==> src/rtl/match_output_pkg.sv <==
package match_output_pkg;

  localparam int NCH       = 4;
  localparam int REG_W     = 16;
  localparam int ACT_W     = 2;
  localparam int STATE_LSB = 0;
  localparam int ACT_LSB   = 4;
  localparam int RSVD_LSB  = ACT_LSB + NCH * ACT_W;
  localparam int RSVD_W    = REG_W - RSVD_LSB;

  typedef enum logic [ACT_W-1:0] {
    ACT_NONE = 2'b00,
    ACT_LOW  = 2'b01,
    ACT_HIGH = 2'b10,
    ACT_TGL  = 2'b11
  } act_e;

  // Level after a match with the given action.
  function automatic logic apply_action(input act_e act, input logic cur);
    case (act)
      ACT_LOW:  return 1'b0;
      ACT_HIGH: return 1'b1;
      ACT_TGL:  return ~cur;
      default:  return cur;
    endcase
  endfunction

  // Bit position of channel ch's action code in the control word.
  function automatic int act_pos(input int ch);
    return ACT_LSB + ch * ACT_W;
  endfunction

endpackage

==> src/rtl/match_detect.sv <==
module match_detect
  import match_output_pkg::*;
#(
  parameter int CNT_W = 32
) (
  input  logic               clk,
  input  logic               rst_n,
  input  logic [CNT_W-1:0]   count,
  input  logic [NCH*CNT_W-1:0] match_val,
  output logic [NCH-1:0]     fire
);

  logic [CNT_W-1:0] count_q;
  logic             count_same;
  logic [NCH-1:0]   eq;
  logic [NCH-1:0]   eq_q;

  always_ff @(posedge clk) begin
    if (!rst_n) begin
      count_q <= '0;
      eq_q    <= '0;
    end else begin
      count_q <= count;
      eq_q    <= eq;
    end
  end

  assign count_same = (count == count_q);

  for (genvar ch = 0; ch < NCH; ch++) begin : g_cmp
    assign eq[ch]   = (count == match_val[ch*CNT_W +: CNT_W]);
    // A match already seen on this very counter value is not acted on again.
    assign fire[ch] = eq[ch] & ~(eq_q[ch] & count_same);

    // a held counter never produces a second event
    p_once_per_value_r5: assert property (@(posedge clk) disable iff (!rst_n)
      fire[ch] |=> !(fire[ch] && $stable(count)));
  end

endmodule

==> src/rtl/match_channel.sv <==
module match_channel
  import match_output_pkg::*;
(
  input  logic clk,
  input  logic rst_n,
  input  logic fire,
  input  act_e act,
  input  logic wr_en,
  input  logic wr_bit,
  output logic level
);

  logic acting;
  logic level_d;

  assign acting  = fire && (act != ACT_NONE);
  assign level_d = acting ? apply_action(act, level)
                 : (wr_en ? wr_bit : level);

  always_ff @(posedge clk) begin
    if (!rst_n) level <= 1'b0;
    else        level <= level_d;
  end

  p_reset_clears_r1: assert property (@(posedge clk)
    !rst_n |=> !level);

  p_low_action_r4: assert property (@(posedge clk) disable iff (!rst_n)
    (fire && act == ACT_LOW) |=> !level);

  p_high_action_r4: assert property (@(posedge clk) disable iff (!rst_n)
    (fire && act == ACT_HIGH) |=> level);

  p_toggle_action_r4: assert property (@(posedge clk) disable iff (!rst_n)
    (fire && act == ACT_TGL) |=> level != $past(level));

  p_idle_holds_r4: assert property (@(posedge clk) disable iff (!rst_n)
    (!wr_en && !(fire && act != ACT_NONE)) |=> $stable(level));

  p_write_loads_r8: assert property (@(posedge clk) disable iff (!rst_n)
    (wr_en && !(fire && act != ACT_NONE)) |=> level == $past(wr_bit));

endmodule

==> src/rtl/match_output_ctrl.sv <==
module match_output_ctrl
  import match_output_pkg::*;
#(
  parameter int CNT_W = 32
) (
  input  logic                 clk,
  input  logic                 rst_n,
  input  logic [CNT_W-1:0]     count,
  input  logic [4*CNT_W-1:0]   match_val,
  input  logic                 reg_we,
  input  logic [15:0]          reg_wdata,
  output logic [15:0]          reg_rdata,
  output logic [3:0]           match_out
);

  logic [NCH-1:0]       fire;
  logic [NCH*ACT_W-1:0] act_q;
  logic [NCH-1:0]       level;
  logic                 unused_rsvd;

  assign unused_rsvd = ^reg_wdata[REG_W-1:RSVD_LSB];

  match_detect #(.CNT_W(CNT_W)) u_detect (
    .clk       (clk),
    .rst_n     (rst_n),
    .count     (count),
    .match_val (match_val),
    .fire      (fire)
  );

  always_ff @(posedge clk) begin
    if (!rst_n)      act_q <= '0;
    else if (reg_we) act_q <= reg_wdata[ACT_LSB +: NCH*ACT_W];
  end

  for (genvar ch = 0; ch < NCH; ch++) begin : g_chan
    match_channel u_chan (
      .clk    (clk),
      .rst_n  (rst_n),
      .fire   (fire[ch]),
      .act    (act_e'(act_q[ch*ACT_W +: ACT_W])),
      .wr_en  (reg_we),
      .wr_bit (reg_wdata[STATE_LSB + ch]),
      .level  (level[ch])
    );
  end

  assign match_out = level;
  assign reg_rdata = {{RSVD_W{1'b0}}, act_q, level};

  p_act_write_r3: assert property (@(posedge clk) disable iff (!rst_n)
    reg_we |=> reg_rdata[RSVD_LSB-1:ACT_LSB] == $past(reg_wdata[RSVD_LSB-1:ACT_LSB]));

  p_act_hold_r3: assert property (@(posedge clk) disable iff (!rst_n)
    !reg_we |=> $stable(reg_rdata[RSVD_LSB-1:ACT_LSB]));

  p_rsvd_after_write_r7: assert property (@(posedge clk) disable iff (!rst_n)
    reg_we |=> reg_rdata[REG_W-1:RSVD_LSB] == '0);

endmodule

==> config.mk <==
export PLATFORM = sky130hd
export DESIGN_NAME = match_output_ctrl
export DESIGN_NICKNAME = d
export VERILOG_FILES = /design/src/rtl/match_output_pkg.sv /design/src/rtl/match_detect.sv /design/src/rtl/match_channel.sv /design/src/rtl/match_output_ctrl.sv
export SDC_FILE = /design/constraint.sdc
export NUM_CORES = 1
export LEC_CHECK = 0
export BUFFER_PORTS_ARGS = -buffer_cell sky130_fd_sc_hd__buf_4
export CAP_MARGIN = 20
export CORE_MARGIN = 10
export CORE_UTILIZATION = 25
export CTS_BUF_LIST = sky130_fd_sc_hd__clkbuf_4
export DETAILED_ROUTE_END_ITERATION = 6
export GPL_ROUTABILITY_DRIVEN = 0
export HOLD_SLACK_MARGIN = 0.08
export PLACE_DENSITY_LB_ADDON = 0.2
export SKIP_CTS_REPAIR_TIMING = 1
export SYNTH_ARGS = -nofsm -noshare
export SYNTH_HDL_FRONTEND = slang
export SYNTH_HIERARCHICAL = 1
export SYNTH_SLANG_ARGS = --single-unit
==> constraint.sdc <==
create_clock -name clk -period 1.6 [get_ports clk]
set_input_delay 0.16 -clock clk [delete_from_list [all_inputs] [get_ports clk]]
set_output_delay 0.16 -clock clk [all_outputs]
set_load 0.03 [all_outputs]
# == Word-level counts from Yosys, hierarchy flattened ==
# Index checks and enable logic that the tools add are counted.
# totals
reg_bits,48
inputBits,179
word_cells,72
# op_classes
eq_ne,21
mux,12
n_bitwise,16
reduce_logical,16
# ops
cell,count
$eq A32 B32 Y1,5
$eq A2 B2 Y1 const B,8
$ne A4 B4 Y1 const B,4
$reduce_bool A2 Y1,8
$pmux W1 S3,4
$and A1 B1 Y1,8
$eq A2 B1 Y1 const B,4
$mux W1,8
$not A1 Y1,8
$reduce_and A2 Y1,4
$logic_and A1 B1 Y1,4

# == Depth between registers and ports, before layout ==
# logic_depth
depth_word,7
depth_mapped,7

# == Hierarchy ==
# Netlist, hierarchy kept.
# modules_own_cells
mod,n_inst,cells_each,area_each_um2,seq_area_each_um2
match_detect,1,322,3052.9,720.7
match_output_ctrl,1,34,365.4,160.2
match_channel,4,7,65.1,20.0

# == Least setup slack after synthesis ==
# No wires, ideal clock.
# synth_path
path_kind,input -> register
startpoint,input port count[30]
endpoint,register g_chan[0].u_chan.level
setup_ns,0.086
t_arrival_ns,1.478
t_required_ns,1.514
path_slack_ns,0.036
cell_stages,7
path_buffers,1
path_cell_list,buf_2 > xnor2_1 > nand4_1 > nor4_2 > a311oi_1 > and2_1 > a221oi_2
# synth_via
elab_chain_len,7
# synth_rtl
element,line_no,source
from (decl),match_output_ctrl.sv:8,"input logic [CNT_W-1:0] count,"
$eq A32 B32 Y1,match_detect.sv:28,assign count_same = (count == count_q);
$and A1 B1 Y1,match_detect.sv:33,assign fire[ch] = eq[ch] & ~(eq_q[ch] & count_same);
$not A1 Y1,match_detect.sv:33,
$and A1 B1 Y1 (*),match_detect.sv:33,
via fire[0],match_output_ctrl.sv:16,logic [NCH-1:0] fire;
$logic_and A1 B1 Y1 (*),match_channel.sv:16,assign acting = fire && (act != ACT_NONE);
$ne A4 B4 Y1 (no source line) / $reduce_bool A2 Y1 (equally long branches),-,
$reduce_and A2 Y1 (no source line),-,
to (signal assigned),match_channel.sv:22,else level <= level_d;
to (decl),match_channel.sv:10,output logic level
# The timed path passes the listed nets; every way through them passes the cells marked *.
# A chain may end at the register's enable or synchronous reset.

# == Final worst setup path ==
# layout_path
startpoint,register u_detect.count_q[0]
endpoint,register g_chan[0].u_chan.level
# layout_via
elab_chain_len,7
# layout_rtl
element,line_no,source
from (decl),match_detect.sv:13,logic [CNT_W-1:0] count_q;
from (signal assigned),match_detect.sv:23,count_q <= count;
$eq A32 B32 Y1 (*),match_detect.sv:28,
$and A1 B1 Y1 (*),match_detect.sv:33,
$not A1 Y1 (*),match_detect.sv:33,
$and A1 B1 Y1 (*),match_detect.sv:33,
via fire[0],match_output_ctrl.sv:16,
$logic_and A1 B1 Y1 (*),match_channel.sv:16,
$ne A4 B4 Y1 (no source line) / $reduce_bool A2 Y1 (equally long branches),-,
$reduce_and A2 Y1 (no source line),-,
# Marks and branches as above.

==> impl_metrics.env <==
export IMPL_grt_overflow_total=0
export IMPL_drv_slew=0
export IMPL_synth_edf_count=0
export IMPL_grt_usage_pct=14.5
export IMPL_r2r_start="u_detect/count_q[0]"
export IMPL_critPathBufInv=2
export IMPL_start_kind="flop"
export IMPL_drt_iter0_drc=163
export IMPL_place_hpwl_mm=13.1
export IMPL_ys_top_cells_by_count="128 x xor2_1, 48 x dfxtp_1, 34 x and2_1, 32 x xnor2_1, 20 x nor4_1"
export IMPL_die_x_um=141
export IMPL_async_flop_share_pct=0
export IMPL_design_die_area_um2=20000
export IMPL_final_nets=771
export IMPL_syn_area_per_cell_um2=9.58
export IMPL_synthCells=384
export IMPL_status="finished, violations left"
export IMPL_endpoint_kind="flop"
export IMPL_cts_root_buf="clkbuf_4"
export IMPL_critPathArrivalTime_ns=2.06
export IMPL_routed_wl_mm=15.4
export IMPL_syn2layout_area_growth_pct=51.7
export IMPL_fin_util_pct=38.5
export IMPL_initial_core_util_pct=25.4
export IMPL_die_y_um=141
export IMPL_yosys_warnings=6
export IMPL_crit_chain="xnor2_2, nand4_1, nor4_2, buf_4, buf_6, a311oi_2, and2_1, a221oi_2"
export IMPL_failed_checks="setup timing"
export IMPL_reg2reg_slack_ns=-0.16
export IMPL_layout_setup_ws_ns=-0.162
export IMPL_slowest_delay_ns=0.36
export IMPL_grt_max_degree=46
export IMPL_cts_tree="yes"
export IMPL_cp_top_family="simple AND/OR/NAND/NOR gates"
export IMPL_fin_worst_skew_ns=0.0138
export IMPL_critPathMaxFanout=4
export IMPL_setup_viol=4
export IMPL_dr_pass1_iters=4
export IMPL_pre_cts_slack_ns=-0.658
export IMPL_fillers=1442
export IMPL_synth_top_cell_area_share_pct=30.5
export IMPL_synth_cell_types=21
export IMPL_min_to="act_q[7]"
export IMPL_clk_pin_slew_ns=0.15
export IMPL_ant_nets=0
export IMPL_drive_gt1_share_pct=44.7
export IMPL_cts_sinks=48
export IMPL_synth_area_um2=3680
export IMPL_cts_path_max_buffers=2
export IMPL_drc=0
export IMPL_cts_buffers=5
export IMPL_antenna_found_initial=0
export IMPL_hold_depth=3
export IMPL_fin_crit_ns=1.76
export IMPL_worstSetupPathType="reg -> reg"
export IMPL_worst_path_max_delay_cell="dfxtp_2"
export IMPL_grt_pass1_wl_mm=22.1
export IMPL_row_count=44
export IMPL_core_area_um2=14500
export IMPL_yosys_most_used_dff="dfxtp_1"
export IMPL_worstHoldStart="reg_wdata[11]"
export IMPL_whs_ns=0.0712
export IMPL_vias=3376
export IMPL_drv_cap=0
export IMPL_worst_ir_drop_vdd_mv=0.255
export IMPL_hold_path_class="in -> reg"
export IMPL_ios=199
export IMPL_ys_ff_latch=48
export IMPL_hold_viol=0
export IMPL_wl_per_cell_um=19.8
export IMPL_htreeDepth=2
export IMPL_insertion_delay_ns=0.38
export IMPL_ys_seq_area_share_pct=26.1
export IMPL_grt_pass1_vias=3746
export IMPL_synth_top_cells_by_area="xor2_1 30%, dfxtp_1 26%, xnor2_1 7.6%"
export IMPL_rsz0062_at_grt="true"
export IMPL_p_leak_nw=2.49
export IMPL_power_density_nw_per_um2=552
export IMPL_synth_area_leader_cell="xor2_1"
export IMPL_r2r_end="g_chan[0].u_chan/level"
export IMPL_clock_fmax_mhz=567
export IMPL_diodes=0
export IMPL_post_drt_via_cell_ratio=4.34
export IMPL_synth_most_common_cell="xor2_1"
export IMPL_reg2regPathDepth=8
export IMPL_port_buffer_count=190
export IMPL_required_ns=1.89
export IMPL_fin_crit_sh_pct=110
## metal layers
layer | track usage [%] | vias to the layer above | wire length, µm
li1 | - | 1664 | -
met1 | 17.4 | 1570 | 6660
met2 | 24.5 | 138 | 7410
met3 | 5.01 | 4 | 1250
met4 | 2.50 | 0 | 95
met5 | 0 | - | 0
## area by class of cell
| cell class | count | area [µm²] | area share [%] |
|---|---|---|---|
| clock buffer | 5 | 37.5 | 0.673 |
| clock inverter | 3 | 17.5 | 0.314 |
| inverter | 5 | 18.8 | 0.336 |
| multi-input combinational | 290 | 2420 | 43.4 |
| sequential | 48 | 962 | 17.2 |
| tap | 184 | 230 | 4.13 |
| timing repair buffer | 242 | 1890 | 33.9 |
## worst min-delay path: cells and delay by family
family	cells	cell delay [ns]
buffers and inverters	1	0.08
muxes	1	0.07
and+or+nand+nor	1	0.10
## worst max-delay path by stage
stage                   startpoint                      to  slack (ns)  cells after the start
6_report       u_detect/count_q[0]  g_chan[0].u_chan/level       -0.16                      8
5_1_grt        u_detect/count_q[0]  g_chan[0].u_chan/level       -0.27                      8
4_1_cts                  count[28]  g_chan[3].u_chan/level       -0.27                      9
3_5_place_dp             count[28]  g_chan[3].u_chan/level       -0.66                      9
3_3_place_gp             count[28]  g_chan[3].u_chan/level       -0.61                      9
2_1_floorplan            count[30]  g_chan[0].u_chan/level        0.04                      7
## cells in the final DEF, fill, tap and decap left out
cell type      instances
nand4_1               16
conb_1                 4
nand2b_1               4
dfxtp_2                1
dfxtp_1               47
and2_2                 2
xnor2_2                3
nor4_1                19
nand2_1                4
nor2b_1                8
xor2_1               128
clkbuf_4               5
a311oi_2               4
inv_6                  1
dlygate4sd3_1         13
buf_4                225
inv_1                  5
and2_1                34
clkinv_2               1
buf_12                 3
a221oi_2               4
xnor2_1               29
nor4_2                15
mux2i_1               12
buf_6                  1
nor3_1                 4
clkinv_1               1
## stage by stage
step / area (µm²) / total power [mW] / TNS (ns) / cells
3_3_place_gp: 5340 / 2.47 / -1.88 / 757
4_1_cts: 5400 / 3.09 / -0.762 / 765
6_report: 5580 / 3.08 / -0.532 / 777
3_5_place_dp: 5340 / 2.49 / -1.96 / 757
2_1_floorplan: 3690 / 1.93 / 0 / 387
5_1_grt: 5580 / 3.26 / -0.975 / 777
## sequential cells by signal, summed over array words and instances, names as in the netlist
| register | flops |
|---|---|
| g_chan.u_chan/level | 4 |
| act_q | 8 |
| u_detect/eq_q | 4 |
| u_detect/count_q | 32 |
## logic make-up (layout without fill, tap and decap cells)
group                     count (synthesis)  after routing  share of synthesized area [%]
xor gates and xnor gates                160            160                           38.1
and+or+nand+nor                         106            106                           20.1
buffers and inverters                    49            255                           9.76
DFF                                      48             48                           26.1
muxes                                    12             12                           3.27
AOI/OAI and AO/OA                         8              8                           2.59
other                                     1              4                          0.102
## power breakdown
group          internal (mW)  total, mW  switching (mW)
Clock                  0.171      0.597           0.426
Sequential              1.26       1.30          0.0379
Combinational          0.639       1.19           0.551
Total                   2.07       3.08            1.02
Note: power is estimated with default switching activity, not from simulation.
